**src/rtl/pit_pkg.sv**
```systemverilog
package pit_pkg;

  localparam int SEL_W    = 3;
  localparam int SEL_LSB  = 4;
  localparam int FLAG_BIT = 7;
  localparam int BYTE_W   = 8;

  typedef enum logic [SEL_W-1:0] {
    RATE_OFF   = 3'd0,
    RATE_256HZ = 3'd1,
    RATE_64HZ  = 3'd2,
    RATE_16HZ  = 3'd3,
    RATE_4HZ   = 3'd4,
    RATE_2HZ   = 3'd5,
    RATE_1HZ   = 3'd6,
    RATE_RSVD  = 3'd7
  } rate_sel_e;

  // log2 of the period in ticks for each select code
  function automatic logic [3:0] period_log2(rate_sel_e code);
    case (code)
      RATE_256HZ: period_log2 = 4'd0;
      RATE_64HZ:  period_log2 = 4'd2;
      RATE_16HZ:  period_log2 = 4'd4;
      RATE_4HZ:   period_log2 = 4'd6;
      RATE_2HZ:   period_log2 = 4'd7;
      RATE_1HZ:   period_log2 = 4'd8;
      default:    period_log2 = 4'd0;
    endcase
  endfunction

  function automatic logic rate_active(rate_sel_e code);
    rate_active = (code != RATE_OFF) && (code != RATE_RSVD);
  endfunction

endpackage

```
**src/rtl/pit_rate_decode.sv**
```systemverilog
module pit_rate_decode
  import pit_pkg::*;
#(
  parameter int DIV_W = 8
) (
  input  rate_sel_e        sel_i,
  output logic             enable_o,
  output logic [DIV_W-1:0] last_o
);

  logic [3:0]     shift;
  logic [DIV_W:0] span;

  always_comb begin
    shift    = period_log2(sel_i);
    enable_o = rate_active(sel_i);
    span     = '0;
    span[shift] = 1'b1;
    last_o   = DIV_W'(span - 1'b1);
  end

endmodule

```
**src/rtl/pit_divider.sv**
```systemverilog
module pit_divider #(
  parameter int DIV_W = 8
) (
  input  logic             clk,
  input  logic             rst_n,
  input  logic             tick_i,
  input  logic             enable_i,
  input  logic             restart_i,
  input  logic [DIV_W-1:0] last_i,
  output logic             hit_o
);

  logic [DIV_W-1:0] cnt_q, cnt_d;
  logic             cnt_en;
  logic             at_last;

  always_comb begin
    at_last = (cnt_q == last_i);
    hit_o   = tick_i && enable_i && !restart_i && at_last;
    cnt_en  = restart_i || !enable_i || tick_i;
    cnt_d   = cnt_q;
    if (restart_i || !enable_i) begin
      cnt_d = '0;
    end else if (tick_i) begin
      cnt_d = at_last ? '0 : cnt_q + 1'b1;
    end
  end

  always_ff @(posedge clk or negedge rst_n) begin
    if (!rst_n) begin
      cnt_q <= '0;
    end else if (cnt_en) begin
      cnt_q <= cnt_d;
    end
  end

  assert_idle_hold_R4: assert property (@(posedge clk) disable iff (!rst_n)
    !enable_i |=> (cnt_q == '0));

  assert_restart_zero_R8: assert property (@(posedge clk) disable iff (!rst_n)
    restart_i |=> (cnt_q == '0));

  assert_cnt_bound_R3: assert property (@(posedge clk) disable iff (!rst_n)
    enable_i |-> (cnt_q <= last_i));

  assert_hit_on_tick_R3: assert property (@(posedge clk) disable iff (!rst_n)
    hit_o |-> tick_i);

endmodule

```
**src/rtl/pit_flag.sv**
```systemverilog
module pit_flag (
  input  logic clk,
  input  logic rst_n,
  input  logic set_i,
  input  logic clr_i,
  output logic flag_o
);

  logic flag_q, flag_d, flag_en;

  always_comb begin
    flag_en = set_i || clr_i;
    flag_d  = set_i;   // set wins over a same-cycle clear
  end

  always_ff @(posedge clk or negedge rst_n) begin
    if (!rst_n) begin
      flag_q <= 1'b0;
    end else if (flag_en) begin
      flag_q <= flag_d;
    end
  end

  assign flag_o = flag_q;

  assert_set_wins_R10: assert property (@(posedge clk) disable iff (!rst_n)
    set_i |=> flag_q);

  assert_only_hw_sets_R6: assert property (@(posedge clk) disable iff (!rst_n)
    $rose(flag_q) |-> $past(set_i));

  assert_clear_R5: assert property (@(posedge clk) disable iff (!rst_n)
    (clr_i && !set_i) |=> !flag_q);

endmodule

```
**src/rtl/periodic_irq_gen.sv**
```systemverilog
module periodic_irq_gen
  import pit_pkg::*;
#(
  parameter int DIV_W = 8
) (
  input  logic        clk,
  input  logic        rst_n,
  input  logic        tick_256,
  input  logic        cfg_wr_en,
  input  logic [7:0]  cfg_wdata,
  output logic [7:0]  cfg_rdata,
  output logic        irq
);

  rate_sel_e        sel_q, sel_d;
  logic             sel_en;
  logic             restart;
  logic             enable;
  logic [DIV_W-1:0] last;
  logic             hit;
  logic             flag;
  logic             flag_clr;

  always_comb begin
    sel_d    = rate_sel_e'(cfg_wdata[SEL_LSB +: SEL_W]);
    sel_en   = cfg_wr_en;
    restart  = cfg_wr_en && (sel_d != sel_q);
    flag_clr = cfg_wr_en && !cfg_wdata[FLAG_BIT];
  end

  always_ff @(posedge clk or negedge rst_n) begin
    if (!rst_n) begin
      sel_q <= RATE_OFF;
    end else if (sel_en) begin
      sel_q <= sel_d;
    end
  end

  pit_rate_decode #(.DIV_W(DIV_W)) u_decode (
    .sel_i    (sel_q),
    .enable_o (enable),
    .last_o   (last)
  );

  pit_divider #(.DIV_W(DIV_W)) u_div (
    .clk       (clk),
    .rst_n     (rst_n),
    .tick_i    (tick_256),
    .enable_i  (enable),
    .restart_i (restart),
    .last_i    (last),
    .hit_o     (hit)
  );

  pit_flag u_flag (
    .clk    (clk),
    .rst_n  (rst_n),
    .set_i  (hit),
    .clr_i  (flag_clr),
    .flag_o (flag)
  );

  always_comb begin
    cfg_rdata = {flag, sel_q, 4'b0000};
    irq       = flag && enable;
  end

  assert_irq_gated_R7: assert property (@(posedge clk) disable iff (!rst_n)
    (cfg_rdata[6:4] == 3'd0 || cfg_rdata[6:4] == 3'd7) |-> !irq);

endmodule

```
**config.mk**
```make
export PLATFORM = sky130hd
export DESIGN_NAME = periodic_irq_gen
export DESIGN_NICKNAME = d
export VERILOG_FILES = /design/src/rtl/pit_pkg.sv /design/src/rtl/pit_rate_decode.sv /design/src/rtl/pit_divider.sv /design/src/rtl/pit_flag.sv /design/src/rtl/periodic_irq_gen.sv
export SDC_FILE = /design/constraint.sdc
export NUM_CORES = 1
export LEC_CHECK = 0
export BUFFER_PORTS_ARGS = -buffer_cell sky130_fd_sc_hd__buf_2
export CAP_MARGIN = 10
export CORE_ASPECT_RATIO = 0.75
export CORE_UTILIZATION = 55
export CTS_BUF_LIST = sky130_fd_sc_hd__clkbuf_4
export DETAILED_ROUTE_END_ITERATION = 10
export PLACE_DENSITY = 0.81
export SYNTH_ARGS = -nofsm -noshare
export SYNTH_HDL_FRONTEND = slang
export SYNTH_SLANG_ARGS = --single-unit
export TNS_END_PERCENT = 20
```
**constraint.sdc**
```tcl
create_clock -name clk -period 2.9 [get_ports clk]
set_input_delay 0.145 -clock clk [delete_from_list [all_inputs] [get_ports clk]]
set_output_delay 0.145 -clock clk [all_outputs]
set_load 0.05 [all_outputs]
```
# After elaboration in Yosys (flattened, before gate mapping)
# Cells that the tools add are included.
[totals]
output_inout_bits = 9
ff_bits = 12
in_bits = 12
word_cells = 38
[op_classes]
eq_ne = 8
reduce_logical = 17
n_lt_le_gt_ge = 2
addsub = 2
mux = 6
[ops]
columns = ["op", "count"]
rows = [
  ["2-to-1 mux 8 bit", 3],
  ["case mux 4 bit (5 select lines)", 1],
  ["equality test 3 bit (second input constant)", 3],
  ["adder 8 x 1 -> 8 bit (second input constant)", 1],
  ["equality test 8 bit", 1],
  ["logical AND 1 bit", 8],
  ["subtractor 8 x 1 -> 8 bit (second input constant)", 1],
  ["equality test 3 x 2 -> 1 bit (second input constant)", 2],
  ["less-than comparator 4 x 5 -> 1 bit (second input constant)", 1],
  ["demux 1 bit (select 4 bit)", 1],
  [">= comparator 4 x 1 -> 1 bit (second input constant)", 1],
  ["logical NOT 1 bit", 3],
  ["logical OR 1 bit", 3],
  ["!= test 3 bit", 1],
  ["!= test 3 bit (second input constant)", 1],
  ["nonzero test 3 bit", 1],
  ["AND reduction 2 bit", 1],
  ["nonzero test 2 bit", 1],
  ["2-to-1 mux 1 bit", 1],
]

# Logic depth before layout (Yosys ltp)
[depth]
depth_word = 11
ltp_mapped = 10
depth_no_buf = 9

# By module
# From an unflattened synthesis, not the netlist that was laid out.
[hier_totals]
cells_unflattened = 103
hier_area_um2 = 938.4
[modules_own_cells]
columns = ["mod", "instances", "area_per_inst_um2", "cells_each", "seq_area_each_um2"]
rows = [
  ["pit_divider", 1, 559.3, 61, 200.2],
  ["periodic_irq_gen", 1, 197.7, 18, 75.1],
  ["pit_rate_decode", 1, 145.1, 21, 0.0],
  ["pit_flag", 1, 36.3, 3, 25.0],
]

# Worst setup path after synthesis
# OpenSTA, ideal clock, no wires.
[synth_path]
kind = "register -> register"
start = "register sel_q[2]"
end = "register u_div.cnt_q[2]"
n_path_buf = 1
slack_ps = 193
stages_incl_launch_ff = 11
arrival_ps = 2581
setup_time_ps = 126
path_cell_list = "dfrtp_1 buf_2 nand3_1 a21boi_0 ha_1 xor2_1 mux2i_1 a21oi_1 nor4_4 a21oi_2 a221o_1"
[synth_between]
elab_chain_len = 11
[synth_lines]
columns = ["item", "line_no", "rtl"]
rows = [
  ["from (decl)", "periodic_irq_gen.sv:15", "rate_sel_e sel_q, sel_d;"],
  ["from (signal assigned)", "periodic_irq_gen.sv:35", "sel_q <= sel_d;"],
  ["equality test 3 bit / equality test 3 x 2 -> 1 bit (equally long branches)", "pit_pkg.sv:21", "case (code)"],
  ["case mux 4 bit (5 select lines)", "pit_pkg.sv:21", ""],
  ["less-than comparator 4 x 5 -> 1 bit (not written as such) / >= comparator 4 x 1 -> 1 bit (equally long branches)", "pit_rate_decode.sv:18", "span[shift] = 1'b1;"],
  ["logical AND 1 bit (not written as such)", "pit_rate_decode.sv:18", ""],
  ["2-to-1 mux 1 bit (not written as such)", "pit_rate_decode.sv:18", ""],
  ["demux 1 bit (select 4 bit)", "n/a", ""],
  ["subtractor 8 x 1 -> 8 bit", "pit_rate_decode.sv:19", "last_o = DIV_W'(span - 1'b1);"],
  ["equality test 8 bit", "pit_divider.sv:18", "at_last = (cnt_q == last_i);"],
  ["2-to-1 mux 8 bit", "pit_divider.sv:25", "cnt_d = at_last ? '0 : cnt_q + 1'b1;"],
  ["2-to-1 mux 8 bit", "pit_divider.sv:24", "end else if (tick_i) begin"],
  ["2-to-1 mux 8 bit", "pit_divider.sv:22", "if (restart_i || !enable_i) begin"],
  ["to (signal assigned)", "pit_divider.sv:33", "cnt_q <= cnt_d;"],
  ["to (decl)", "pit_divider.sv:13", "logic [DIV_W-1:0] cnt_q, cnt_d;"],
]
# Several ways; a longest one is shown, not always the timed one. The select of a mux whose other input is x is not followed.
# A chain may end at the register's enable or synchronous reset.

# Worst setup path after layout
[layout_path]
start = "register sel_q[1]"
end = "register u_div.cnt_q[2]"
# The elaborated chain is that of the path after synthesis.

==> summary.md <==
| Metric | Value |
|---|---|
| Power per cell area | around 410 mW/mm^2 |
| Clock tree root buffer cell | clkbuf_4 |
| DIE WIDTH | about 50 um |
| Critical path class | reg2reg |
| Max Freq | approximately 370 MHz |
| Crit path max fanout | 8 |
| TritonCTS Buffers | 3 |
| Multiplexer area fraction after synthesis | 2.196% |
| PortBufs | 12 |
| Worst EP required | 3.06 ns |
| Vias per cell | approximately 6.0 |
| Total Routing Usage GR | between 20% and 30% |
| Starting DRT DRC Count | 54 |
| CTS sink cnt | 12 |
| Layout Nets | between 100 and 150 |
| Drt drc | 0 |
| H-tree depth | 1 |
| Leak | around 0.48 nW |
| Crit-path slowest cell | dfrtp_1 |
| DPL Wire Length | 1605 um |
| Cell Rows | 12 |
| Slew Limit Fails | 0 |
| Hold Buf Count CTS | 1 |
| Core area | 0.001562 sq mm |
| Largest family of logic cells by synthesized area | compound AO/OA/AOI/OAI gates |
| Total gr overflow | 0 |
| # diodes | 0 |
| Syn_area_per_cell | between 8 and 9 sq um |
| Proportion of layout cells with a drive suffix above 1 | between 20% and 30% |
| Number of synthesized register bits | 12 |
| Setup crit start kind | flip-flop |
| Area delta synth->final | 10.47% |
| Initial Utilization | ~62% |
| Cell variety after synth | 39 |
| Simple-Gate Fraction of Synth Area | 20.80% |
| 1st-pass router iterations | 4 |
| Final worst-path cycle share | about 93% |
| Cts repair resizes | 0 |
| VDD IR max | roughly 280 uV |
| Vias in the first global route | about 750 |
| Vias | between 800 and 900 |
| Num ports | 21 |
| TritonCTS clock tree | done |
| DIE AREA | between 0.0015 and 0.002 sq mm |
| Hold Path Class | in2reg |
| CP Cell Sequence | nand3_1 > a21boi_0 > ha_1 > xor2_1 > mux2i_1 > a21oi_1 > nor4_4 > a21oi_2 > a221o_1 |
| Initial antenna violation count | 0 |
| GP Congestion | between 0.7 and 0.8 |
| Post-synthesis compound-gate area fraction | a little over a quarter |
| Reg clk slew, reported paths | 0.08 ns |
| Tightest Pin Transition | roughly 0.60 ns |
| Adder-Cell Fraction of Synth Area | 3.618% |
| Final setup fails | 0 |
| RSZ-0062 raised after global routing | no |
| Die H | ~38 um |
| CTS Buffer Depth | 2 |
| Commonest cells after routing, fill and taps aside | buf_2, dfrtp_1, o21ai_0 |
| Pin count of the biggest net entering global routing | 13 |
| Tmin final | approximately 2.7 ns |
| Final core occ | 68.51% |
| Crit path DAT | between 2 and 3 ns |
| First-pass GRT wire length | between 3000 and 4000 um |
| Final ANT Viol Nets | 0 |
| R2r setup slk | 0.20 ns |
| Clock Latency Late Sink | 0.28 ns |
| Setup Buffers After CTS | 0 |
| Crit-path max cell delay | around 0.46 ns |
| Synth async-reset ratio | between 90% and 100% |
| WL/cell | around 14 um |
| Post-synthesis xor/xnor area fraction | under 10% |
| Final Skew | 0.003132 ns |
| Final wirelength | 2141 um |
| Status | finished, final reports clean |
| Synth Flop Type | dfrtp_1 |
| Slew headroom | about three fifths |
| Setup tns final | 0 ns |
| Cell Area, Synth | roughly 970 sq um |
| Synthesized instance count | about 110 |
| Register area share after synthesis | 31.01% |
| Synth warn | 0 |
| Crit. End Element | flip-flop |
| Final hold vios | 0 |
| Max-Cap Viols | 0 |
| Number of synthesized flops with an enable pin | 0 |
| Fill cells | about 150 |
==> cells by family (layout without fill, tap and decap cells) <==
logic type,after synthesis,in the layout
multiplexers,2,2
adder cells (fa/ha/maj),3,3
flip-flops,12,12
AO/OA/AOI/OAI,35,35
other,2,5
buffers and inverters,17,27
XOR/XNOR,7,7
AND/OR/NAND/NOR,36,36
==> metal layers <==
layer / up-vias / share of wire (%) / track usage [%]
met3: 2 / 6.0 / 8.333
met2: 29 / 45 / 41.67
li1: 433 / - / -
met4: 0 / 0.65 / 6.944
met1: 425 / 48 / 35.35
met5: - / 0 / 0
==> final timing paths <==
path,start,to,depth (start not counted)
setup / recovery,sel_q[1],u_div.cnt_q[2],9
hold / removal,cfg_wdata[7],u_flag.flag_o,3
setup reg to reg,sel_q[1],u_div.cnt_q[2],9
hold reg to reg,u_flag.flag_o,u_flag.flag_o,2
max in group asynchronous,rst_n,u_div.cnt_q[1],2
min in group asynchronous,rst_n,u_div.cnt_q[3],2
==> cell usage after synthesis (all sizes together), types with 2 or more instances <==
master / number / area (sq um)
dfrtp: 12 / 300.3
o21ai: 10 / 50.05
nand2: 9 / 33.78
buf: 8 / 55.05
a21oi: 7 / 42.54
nand3: 6 / 30.03
a221o: 5 / 50.05
inv: 5 / 18.76
nor2: 5 / 18.77
xor2: 5 / 43.79
a2111oi: 4 / 35.03
and2: 4 / 25.02
clkbuf: 4 / 15.01
or2: 3 / 18.77
a22o: 2 / 20.02
conb: 2 / 7.510
ha: 2 / 25.02
nor3: 2 / 10.01
xnor2: 2 / 17.52
==> power by group <==
part	total, W	switching (W)	leakage (nW)	internal, W
clock	0.000108	0.0000576	0.0154	0.0000499
sequential	0.000185	0.0000108	0.161	0.000174
combinational	0.000151	0.000101	0.302	0.0000494
==> per-stage QoR <==
stage                     total power [W]  hold slack (ns)  worst slack (ns)  area [sq um]  instances
after CTS                       0.0004442          0.09463            0.2175          1070        148
after floorplan                 0.0003009          -0.1506            0.1933         979.7        117
after detailed placement        0.0003363          0.03475            0.2269          1033        143
final                           0.0004436           0.1000            0.2030          1070        148
after global routing            0.0004680           0.1242           0.05924          1070        148
after global placement          0.0003314          0.03376            0.3267          1033        143
==> area by class of cell <==
cell class | instances | area (sq um) | area share [%]
multi-input combinational | 88 | 590.6 | 55.20
clock buffer | 3 | 22.52 | 2.105
inverter | 5 | 18.77 | 1.754
clock inverter | 1 | 3.754 | 0.3509
timing repair buffer | 18 | 107.6 | 10.06
sequential | 12 | 300.3 | 28.07
tap | 21 | 26.28 | 2.456
==> critical path: cells and delay by family (launching register included) <==
kind,cells,cell delay [ns]
flip-flops,1,0.46
adder cells (fa/ha/maj),1,0.26
AND/OR/NAND/NOR,2,0.46
AO/OA/AOI/OAI,4,0.89
XOR/XNOR,1,0.28
multiplexers,1,0.22
==> flip-flops by register name (all words and copies together) (netlist names) <==
signal,cells
u_div.cnt_q,8
sel_q,3
u_flag.flag_o,1
Power figures use the tool's default switching activity.
